File: config.mk
export PLATFORM = sky130hd
export DESIGN_NAME = predecoded_matcher
export DESIGN_NICKNAME = d
export VERILOG_FILES = /design/src/rtl/pdm_pkg.sv /design/src/rtl/pdm_char_line.sv /design/src/rtl/pdm_partition.sv /design/src/rtl/predecoded_matcher.sv
export SDC_FILE = /design/constraint.sdc
export NUM_CORES = 1
export LEC_CHECK = 0
export BUFFER_PORTS_ARGS = -buffer_cell sky130_fd_sc_hd__buf_2
export CAP_MARGIN = 10
export CORE_AREA = 2 2 39 41
export CTS_BUF_LIST = sky130_fd_sc_hd__clkbuf_2
export DETAILED_ROUTE_END_ITERATION = 6
export DIE_AREA = 0 0 41 43
export SLEW_MARGIN = 30
export SYNTH_ARGS = -nofsm -noshare
export SYNTH_HDL_FRONTEND = slang
export SYNTH_SLANG_ARGS = --single-unit
File: constraint.sdc
create_clock -name clk -period 1.6 [get_ports clk]
set_clock_uncertainty 0.2 [all_clocks]
set_input_delay 0.32 -clock clk [delete_from_list [all_inputs] [get_ports clk]]
set_output_delay 0.32 -clock clk [all_outputs]
set_load 0.01 [all_outputs]
File: src/rtl/pdm_pkg.sv
package pdm_pkg;
  localparam int BYTE_W    = 8;
  localparam int NUM_CHARS = 1 << BYTE_W;
  localparam int FIELD_W   = 8;   // width of a length or partition field

  typedef logic [BYTE_W-1:0] char_t;
endpackage

File: src/rtl/pdm_char_line.sv
// One decoded character line: tap 0 is the live compare result, and tap d
// is the compare result from d accepted bytes ago.
module pdm_char_line #(
  parameter int DEPTH = 1
) (
  input  logic             clk,
  input  logic             rst,
  input  logic             valid_i,
  input  logic             hit_i,
  output logic [DEPTH:0]   taps_o
);

  assign taps_o[0] = hit_i;

  if (DEPTH > 0) begin : g_shift
    logic [DEPTH-1:0] line_q;

    if (DEPTH == 1) begin : g_one
      always_ff @(posedge clk) begin
        if (rst)          line_q <= '0;
        else if (valid_i) line_q <= hit_i;
      end
    end else begin : g_many
      always_ff @(posedge clk) begin
        if (rst)          line_q <= '0;
        else if (valid_i) line_q <= {line_q[DEPTH-2:0], hit_i};
      end
    end

    assign taps_o[DEPTH:1] = line_q;
  end

endmodule

File: src/rtl/pdm_partition.sv
// One partition: it builds delay lines only for the characters its own
// patterns use, and ANDs the taps for each pattern placed in it.
module pdm_partition
  import pdm_pkg::*;
#(
  parameter int NUM_PAT = 4,
  parameter int MAX_LEN = 4,
  parameter int PART_ID = 0,
  parameter logic [NUM_PAT*MAX_LEN*BYTE_W-1:0] PAT_BYTES = '0,
  parameter logic [NUM_PAT*FIELD_W-1:0]        PAT_LEN   = '0,
  parameter logic [NUM_PAT*FIELD_W-1:0]        PAT_PART  = '0
) (
  input  logic               clk,
  input  logic               rst,
  input  logic               valid_i,
  input  char_t              data_i,
  output logic [NUM_PAT-1:0] hit_o
);

  function automatic int pat_len(int p);
    return int'(PAT_LEN[p*FIELD_W +: FIELD_W]);
  endfunction

  function automatic int pat_part(int p);
    return int'(PAT_PART[p*FIELD_W +: FIELD_W]);
  endfunction

  function automatic int pat_char(int p, int i);
    return int'(PAT_BYTES[(p*MAX_LEN+i)*BYTE_W +: BYTE_W]);
  endfunction

  // Longest delay at which character c is needed here; -1 when unused.
  function automatic int char_delay(int c);
    int d;
    d = -1;
    for (int p = 0; p < NUM_PAT; p++) begin
      if (pat_part(p) == PART_ID) begin
        for (int i = 0; i < MAX_LEN; i++) begin
          if (i < pat_len(p) && pat_char(p, i) == c && (pat_len(p) - 1 - i) > d)
            d = pat_len(p) - 1 - i;
        end
      end
    end
    return d;
  endfunction

  for (genvar c = 0; c < NUM_CHARS; c++) begin : g_ch
    localparam int DLY = char_delay(c);
    if (DLY >= 0) begin : g_used
      logic [DLY:0] taps;
      pdm_char_line #(.DEPTH(DLY)) u_line (
        .clk     (clk),
        .rst     (rst),
        .valid_i (valid_i),
        .hit_i   (data_i == char_t'(c)),
        .taps_o  (taps)
      );
    end
  end

  for (genvar p = 0; p < NUM_PAT; p++) begin : g_pat
    localparam int L = pat_len(p);
    if (pat_part(p) == PART_ID && L > 0) begin : g_mine
      logic [L-1:0] pos_ok;
      for (genvar i = 0; i < L; i++) begin : g_pos
        localparam int CH = pat_char(p, i);
        localparam int DL = L - 1 - i;
        assign pos_ok[i] = g_ch[CH].g_used.taps[DL];
      end
      assign hit_o[p] = &pos_ok;
    end else begin : g_other
      assign hit_o[p] = 1'b0;
    end
  end

endmodule

File: src/rtl/predecoded_matcher.sv
module predecoded_matcher
  import pdm_pkg::*;
#(
  parameter int NUM_PAT  = 4,
  parameter int MAX_LEN  = 4,
  parameter int NUM_PART = 2,
  // pattern p, char i at [(p*MAX_LEN+i)*8 +: 8]; i = 0 arrives first
  parameter logic [NUM_PAT*MAX_LEN*BYTE_W-1:0] PAT_BYTES =
    {8'h00, 8'h00, 8'h00, "x",      // p3: "x"
     8'h00, "b",   "a",   "c",      // p2: "cab"
     8'h00, 8'h00, "a",   "b",      // p1: "ba"
     "b",   "a",   "b",   "a"},     // p0: "abab"
  parameter logic [NUM_PAT*FIELD_W-1:0] PAT_LEN  = {8'd1, 8'd3, 8'd2, 8'd4},
  parameter logic [NUM_PAT*FIELD_W-1:0] PAT_PART = {8'd1, 8'd1, 8'd0, 8'd0}
) (
  input  logic               clk,
  input  logic               rst,
  input  logic               valid_i,
  input  logic [BYTE_W-1:0]  data_i,
  output logic [NUM_PAT-1:0] match_o
);

  logic [NUM_PART-1:0][NUM_PAT-1:0] part_hit;
  logic [NUM_PAT-1:0]               match_d;

  for (genvar k = 0; k < NUM_PART; k++) begin : g_part
    pdm_partition #(
      .NUM_PAT   (NUM_PAT),
      .MAX_LEN   (MAX_LEN),
      .PART_ID   (k),
      .PAT_BYTES (PAT_BYTES),
      .PAT_LEN   (PAT_LEN),
      .PAT_PART  (PAT_PART)
    ) u_part (
      .clk     (clk),
      .rst     (rst),
      .valid_i (valid_i),
      .data_i  (data_i),
      .hit_o   (part_hit[k])
    );
  end

  // Each pattern lives in exactly one partition; the others drive zero.
  always_comb begin
    match_d = '0;
    for (int k = 0; k < NUM_PART; k++) match_d = match_d | part_hit[k];
  end

  always_ff @(posedge clk) begin
    if (rst)          match_o <= '0;
    else if (valid_i) match_o <= match_d;
    else              match_o <= '0;
  end

endmodule

### Word-level counts from Yosys, hierarchy flattened

Cells that the tools add are included.

| cells by class | value |
|---|---|
| equal/unequal tests | 4 |
| bitwise operators | 2 |
| reductions and logical operators | 4 |

Operators by type and width:

| cell | count |
|---|---|
| 8-bit by 7-bit equality test with 1-bit output, second input constant | 4 |
| 2-bit by 4-bit OR with 4-bit output | 1 |
| 4-bit AND reduction | 1 |
| 3-bit AND reduction | 1 |
| 2-bit AND reduction | 1 |
| 2-bit OR reduction | 1 |
| 1-bit inverter | 1 |

| storage, ports and cells | value |
|---|---|
| flip-flop bits (word level) | 12 |
| bits of input ports | 11 |
| output and inout port bits | 4 |
| logic and storage cells | 15 |

### Longest topological paths before layout

Gate-level depths: netlist of run 1.

| logic depth | value |
|---|---|
| word-level depth | 3 |
| depth in mapped cells | 4 |
| depth with buffers taken out | 3 |

### By module

From an unflattened synthesis of run 1, not the netlist that was laid out.

| second synthesis, totals | value |
|---|---|
| cell total of the unflattened synthesis | 65 |
| area total of the unflattened synthesis | 606.8 um^2 |

By module, submodules not included:

| module | instances | cells an instance | area an instance (um^2) | sequential area each (um^2) |
|---|---|---|---|---|
| pdm_char_line at g_part[0].u_part.g_ch[98].g_used.u_line ... | 2 | 7 | 75.1 | 40.0 |
| predecoded_matcher | 1 | 13 | 123.9 | 80.1 |
| pdm_char_line at g_part[0].u_part.g_ch[97].g_used.u_line | 1 | 10 | 108.9 | 60.1 |
| pdm_partition at g_part[1].u_part | 1 | 12 | 90.1 | 0.0 |
| pdm_partition at g_part[0].u_part | 1 | 9 | 70.1 | 0.0 |
| pdm_char_line at g_part[1].u_part.g_ch[97].g_used.u_line | 1 | 5 | 48.8 | 20.0 |
| pdm_char_line at g_part[1].u_part.g_ch[120].g_used.u_line ... | 2 | 1 | 7.5 | 0.0 |

### Worst setup path before layout of run 1

No wires, ideal clock.

| path | value |
|---|---|
| path type | input-to-reg |
| from | input valid_i |
| to | register g_part[1].u_part.g_ch[99].g_used.u_line.g_shift.line_q[0] |
| library setup time | 0.117 ns |
| data arrival time | 1.006 ns |
| data required time | 1.283 ns |
| setup slack | 0.277 ns |
| stages on the path | 4 |
| buffers on the path | 1 |
| cells stage by stage | buf_4 -> nor4bb_4 -> and2_1 -> a32o_2 |

RTL lines:

| element | line | RTL |
|---|---|---|
| start: declaration | predecoded_matcher.sv:18 | `input logic valid_i,` |
| end signal: assignment | pdm_char_line.sv:26 | `else if (valid_i) line_q <= {line_q[DEPTH-2:0], hit_i};` |
| end: declaration | pdm_char_line.sv:16 | `logic [DEPTH-1:0] line_q;` |

### Worst setup path after layout of run 1

| path | value |
|---|---|
| from | register match_o[3] |
| to | output match_o[3] |

RTL lines:

| element | line | RTL |
|---|---|---|
| start: declaration | predecoded_matcher.sv:20 | `output logic [NUM_PAT-1:0] match_o` |
| start signal: assignment | predecoded_matcher.sv:51 | `else if (valid_i) match_o <= match_d;` |

No word-level cell between the ends.

==> results.md, run 1 <==
- Synth Register Bits: 11
- Crit path launch: match_o[3]
- Reg clk slew, reported paths: roughly 100 ps
- Dpl ws: 165 ps
- CTS tree: yes
- Flop2flop setup slack: 750 ps
- Power Total: 456 uW
- Status: completed
- Combinational family with the most area after synthesis: simple AND/OR/NAND/NOR gates
- Total CTS buffers: 3
- Clock Latency Late Sink: 250 ps
- GRT overflow: 0
- WP data arrival: 690 ps
- Setup violators final: 0
- Starting Density: 0.299
- Synth warnings: 0
- Leak Pwr: 0.251 nW
- Syn nets: 49
- Synthesized-area fraction occupied by adder cells: 0
- Hold path depth: 2
- Final Slew Violations: 0
- WL final: 721 um
- # rows: 14
- Slew margin rel.: 0.772
- CP Capture Type: output port
- Fin worst setup slack: 386 ps
- RSZ-0062 raised after global routing: no
- Vias in the first global route: 319
- CTS-repair resized insts: 0
- Worst Min Path Start: data_i[7]
- Drt pass-1 iters: 4
- Share of cells above drive strength 1: 0.393
- GRT Overall Usage: 0.102
- Synth Area in Compound Gates: 0.0483
- Setup TNS: 0 ps
- Gate Count Post-Synth: 38
- ANT cells: 0
- Setup Crit Path Kind: register to output port
- Routed len/inst: 10.0 um
- Worst slew pin tran: 337 ps
- DR vias/cell: 4.50
- Die area: 0.00176 mm^2
- Largest delay share family, worst path: flip-flops
- Mux contribution to synthesized area: 0.0967
- Seq/Total Area, Yosys: 0.532
- Slowest Stage Delay on Critical Path: 320 ps
- Post-detail-place hpwl: 577 um
- Post-CTS Setup Inserts: 0
- Max VDD drop: 0.000439 V
- Netlist cell types: 16
- Crit start category: register
- Maximum fanout along the worst path: 1
- Worst path cell trace: buf_2
- Pin count of the biggest net entering global routing: 7
- Initial antenna violation count: 0
- Number of I/O pins: 15
- H-tree lvl count: 1
- Fin crit share: 0.759
- CP Buf/Inv Count: 1
- Post-Synth Simple-Gate Area: 0.305
- Die height: ~43 um
- Synth Area per Inst: 10.9 um^2
- Min Tclk post-route: 1210 ps
- Cell area after synthesis: 414 um^2
- # Max-Cap Violations: 0
- Final Hold Fails: 0
- Routed vias: about 320
- Worst Hold End: match_o[3]
- Clock tree buffer depth: 2
- GP Congestion: 0.631
- Fin nets: a little under 70
- Post-route ant nets: 0
- R2r worst-path depth: 1
- CTS Sinks: 11
- Hold buffer count at CTS: 0
- Achievable clock frequency: 0.824 GHz
- Synth Area in XOR/XNOR: 0
- Crit path required time: 1080 ps
- 1st-iter DRT viols: 5
- Pwr Density: 871 mW/mm^2
- Core Util, Final: 0.379
- Port bufs: 14
- CORE AREA: ~0.0014 mm^2
- Slowest cell on crit path: dfxtp_1
- Die Wd: 41 um
- Root buffer cell: clkbuf_2
- Area growth from synthesis to layout: 26.6%
- # DRC: 0
- First-pass GRT wire length: 1140 um
- Worst hold path type: input port to register
-- layout make-up --
type | count | area [um^2]
Timing Repair Buffer | 15 | 77.6
Clock buffer | 4 | 20.0
Fill cell | 157 | 860
Multi-Input combinational cell | 26 | 186
Tap cell | 16 | 20.0
Sequential cell | 11 | 220
-- metal layers --
layer / global-route usage / vias up / wire length, um
met5: 0 / - / 0
met4: 0.0467 / 0 / 0
met3: 0.0785 / 0 / 77
met2: 0.169 / 13 / 375
met1: 0.0820 / 143 / 268
li1: - / 168 / -
-- flip-flops by register name (all words and copies together), names as in the netlist --
signal and cells:
g_part.u_part.g_ch.g_used.u_line.g_shift.line_q 7, match_o 4
-- cell families (layout without fill, tap and decap cells) --
family / count (synthesis) / after routing
AND/OR/NAND/NOR: 20 / 20
flip-flops: 11 / 11
multiplexers: 4 / 4
AO/OA/AOI/OAI: 2 / 2
buffers and inverters: 1 / 19
-- stage by stage --
step	instances	hold slack (ps)	cell area [um^2]
2_1_floorplan	38	191	414
3_3_place_gp	68	246	504
3_5_place_dp	68	245	504
4_1_cts	72	24.6	524
5_1_grt	72	11.4	524
6_report	72	35.7	524
-- placed cells by master (no fill, tap or decap) --
cell,synthesis,layout
buf_4,1,1
nor3b_2,1,1
nand2_1,3,3
and3_1,1,1
and2_1,1,1
mux2i_1,4,4
clkbuf_2,0,4
nor2_1,8,8
nand4b_1,1,1
nor2b_1,1,1
dfxtp_1,11,11
nand4_1,1,1
nor4b_1,1,1
nor4bb_4,1,1
nand3_1,1,1
a22o_1,1,1
buf_2,0,14
a32o_2,1,1
-- power by group --
group	internal [mW]	switching [mW]	leakage (nW)	total, mW
logic	0.0184	0.0150	0.146	0.0334
clock network	0.0665	0.0827	0.0166	0.149
registers	0.274	0.000115	0.0886	0.274
-- cells in the mapped netlist --
master | instances | area [um^2]
nand2_1 | 3 | 11.3
nor2_1 | 8 | 30.0
and3_1 | 1 | 6.26
a32o_2 | 1 | 11.3
a22o_1 | 1 | 8.76
nor4bb_4 | 1 | 25.0
dfxtp_1 | 11 | 220
and2_1 | 1 | 6.26
nand4b_1 | 1 | 8.76
nand3_1 | 1 | 5.00
nor3b_2 | 1 | 12.5
nor2b_1 | 1 | 6.26
buf_4 | 1 | 7.51
nor4b_1 | 1 | 8.76
mux2i_1 | 4 | 40.0
nand4_1 | 1 | 6.26
-- worst max path at each step --
| stage | end | slack [ps] | cells after the start |
|---|---|---|---|
| detailed placement | register | 170 | 4 |
| global placement | register | 150 | 4 |
| finish | match_o[3] | 390 | 1 |
| CTS | match_o[3] | 360 | 1 |
| floorplan | register | 280 | 4 |
| global route | match_o[3] | 310 | 1 |
Note: power is estimated with default switching activity, not from simulation.
==> inputs of run 2 (changes only) <==
Clock period 1.6 ns to 1.1 ns, I/O delays scaled along.
==> run 2 against run 1 <==
  * The flow now finishes with violations (negative setup slack)
  * Die area unchanged
  * Critical path depth did not move
  * Worst hold slack worse by 19 ps
  * Final area is 6.9% higher
  * Non-clock buffer count increased by 3
  * Wire length rose by 1.1%
  * Setup slack worse by 400 ps
  * Power rose by 47%
  * Core utilization is 2.6 points higher
  * Register-to-register slack worse by 520 ps
==> results.md, run 2 (synthesis results as in run 1) <==
- Initial antenna violation count: 0
- Max reg flops: 7
- 1st-iter DRT viols: 9
- Power Total: 673 uW
- Post-route ant nets: 0
- DR vias/cell: roughly 4.3
- Leak Pwr: 0.268 nW
- Slowest cell on crit path: dfxtp_2
- Final Hold Fails: 0
- CORE AREA: 0.00138 mm^2
- # Max-Cap Violations: 0
- Min Tclk post-route: ~1100 ps
- Biggest register: g_part.u_part.g_ch.g_used.u_line.g_shift.line_q
- Crit path required time: 680 ps
- Drt pass-1 iters: 4
- R2r worst-path depth: 1
- Maximum fanout along the worst path: 1
- Routed len/inst: between 9 and 10 um
- Violated checks: negative setup slack
- CTS Sinks: 11
- Status: finished with violations
- Max VDD drop: 0.000641 V
- Clock Latency Late Sink: 250 ps
- Die area: 0.00176 mm^2
- Fin worst setup slack: -9.84 ps
- Setup Crit Path Kind: register to output port
- CP Depth: 1
- CP Capture Type: output port
- Worst Min Path Start: data_i[6]
- Vias in the first global route: 304
- Commonest non-fill, non-tap cells in the layout: buf_2, dfxtp_1, nor2_1
- # DRC: 0
- Number of I/O pins: 15
- Largest delay share family, worst path: flip-flops
- Clock tree buffer depth: 2
- Hold buffer count at CTS: 0
- WL final: roughly 730 um
- Setup violators final: 4
- Pwr Density: 1200 mW/mm^2
- Pin count of the biggest net entering global routing: 7
- Worst hold path type: input port to register
- Crit start category: register
- Routed vias: 325
- Dpl ws: -212 ps
- GRT overflow: 0
- Total CTS buffers: 3
- WP data arrival: around 690 ps
- Slew margin rel.: 0.823
- Area growth from synthesis to layout: 35.3%
- Flop2flop setup slack: 230 ps
- Share of cells above drive strength 1: 0.458
- Post-detail-place hpwl: 594 um
- Final Slew Violations: 0
- Port bufs: 14
- Root buffer cell: clkbuf_2
- Achievable clock frequency: 0.901 GHz
- Fin nets: 71
- Worst slew pin tran: 265 ps
- Reg clk slew, reported paths: between 100 and 150 ps
- GP Congestion: around 0.67
- Starting Density: 0.299
- First-pass GRT wire length: 1110 um
- # rows: 14
- Die height: around 43 um
- CTS tree: yes
- Die Wd: 41 um
- ANT cells: 0
- Fin crit share: 1.01
- Most common cell after layout, fill and taps aside: buf_2
- Worst Hold End: match_o[3]
- CP Buf/Inv Count: 1
- RSZ-0062 raised after global routing: yes
- Worst path cell trace: buf_6
- Slowest Stage Delay on Critical Path: 330 ps
- Hold path depth: 2
- GRT Overall Usage: 0.0968
- Largest regs: g_part.u_part.g_ch.g_used.u_line.g_shift.line_q (7), match_o (4)
- H-tree lvl count: 1
run 2: routing by layer:
metal	wire [um]	vias up	track usage
li1	-	175	-
met1	321	137	0.0945
met2	348	13	0.163
met3	59	0	0.0628
met4	0	0	0.0200
met5	0	-	0
run 2: area by class of cell:
cell class,count,area [um^2]
clock buffer,4,20.0
tap,16,20.0
timing repair buffer,18,106
sequential,11,221
multi-input combinational,26,193
fill,144,823
run 2: through the flow:
stage	hold WS (ps)	TNS (ps)	utilization	area [um^2]	cells
after floorplan	90.7	-116	-	428	38
after global placement	247	-1090	0.385	533	71
after detailed placement	247	-1220	0.385	533	71
after CTS	11.4	-83.8	0.400	553	75
after global routing	13.4	-231	0.405	561	75
final	16.8	-29.4	0.405	561	75
run 2: what timing repair did:
action | CTS | global route
setup endpoints to repair | 4 | 4
setup buffers | 0 | 0
resized for setup | 0 | 2
run 2: how the worst max path moves through the flow:
| stage | from | slack, ps | endpoint |
|---|---|---|---|
| after floorplan | valid_i | -60 | register |
| final | match_o[2] | -10 | match_o[2] |
| after global routing | match_o[3] | -70 | match_o[3] |
| after global placement | rst | -190 | register |
| after detailed placement | rst | -210 | register |
| after CTS | match_o[3] | -30 | match_o[3] |
run 2: power by group:
group / total [mW] / switching, mW / leakage (nW) / internal, mW
sequential: 0.398 / 0.000171 / 0.0891 / 0.398
clock: 0.216 / 0.119 / 0.0166 / 0.0967
combinational: 0.0585 / 0.0246 / 0.163 / 0.0339
total: 0.673 / 0.144 / 0.268 / 0.529
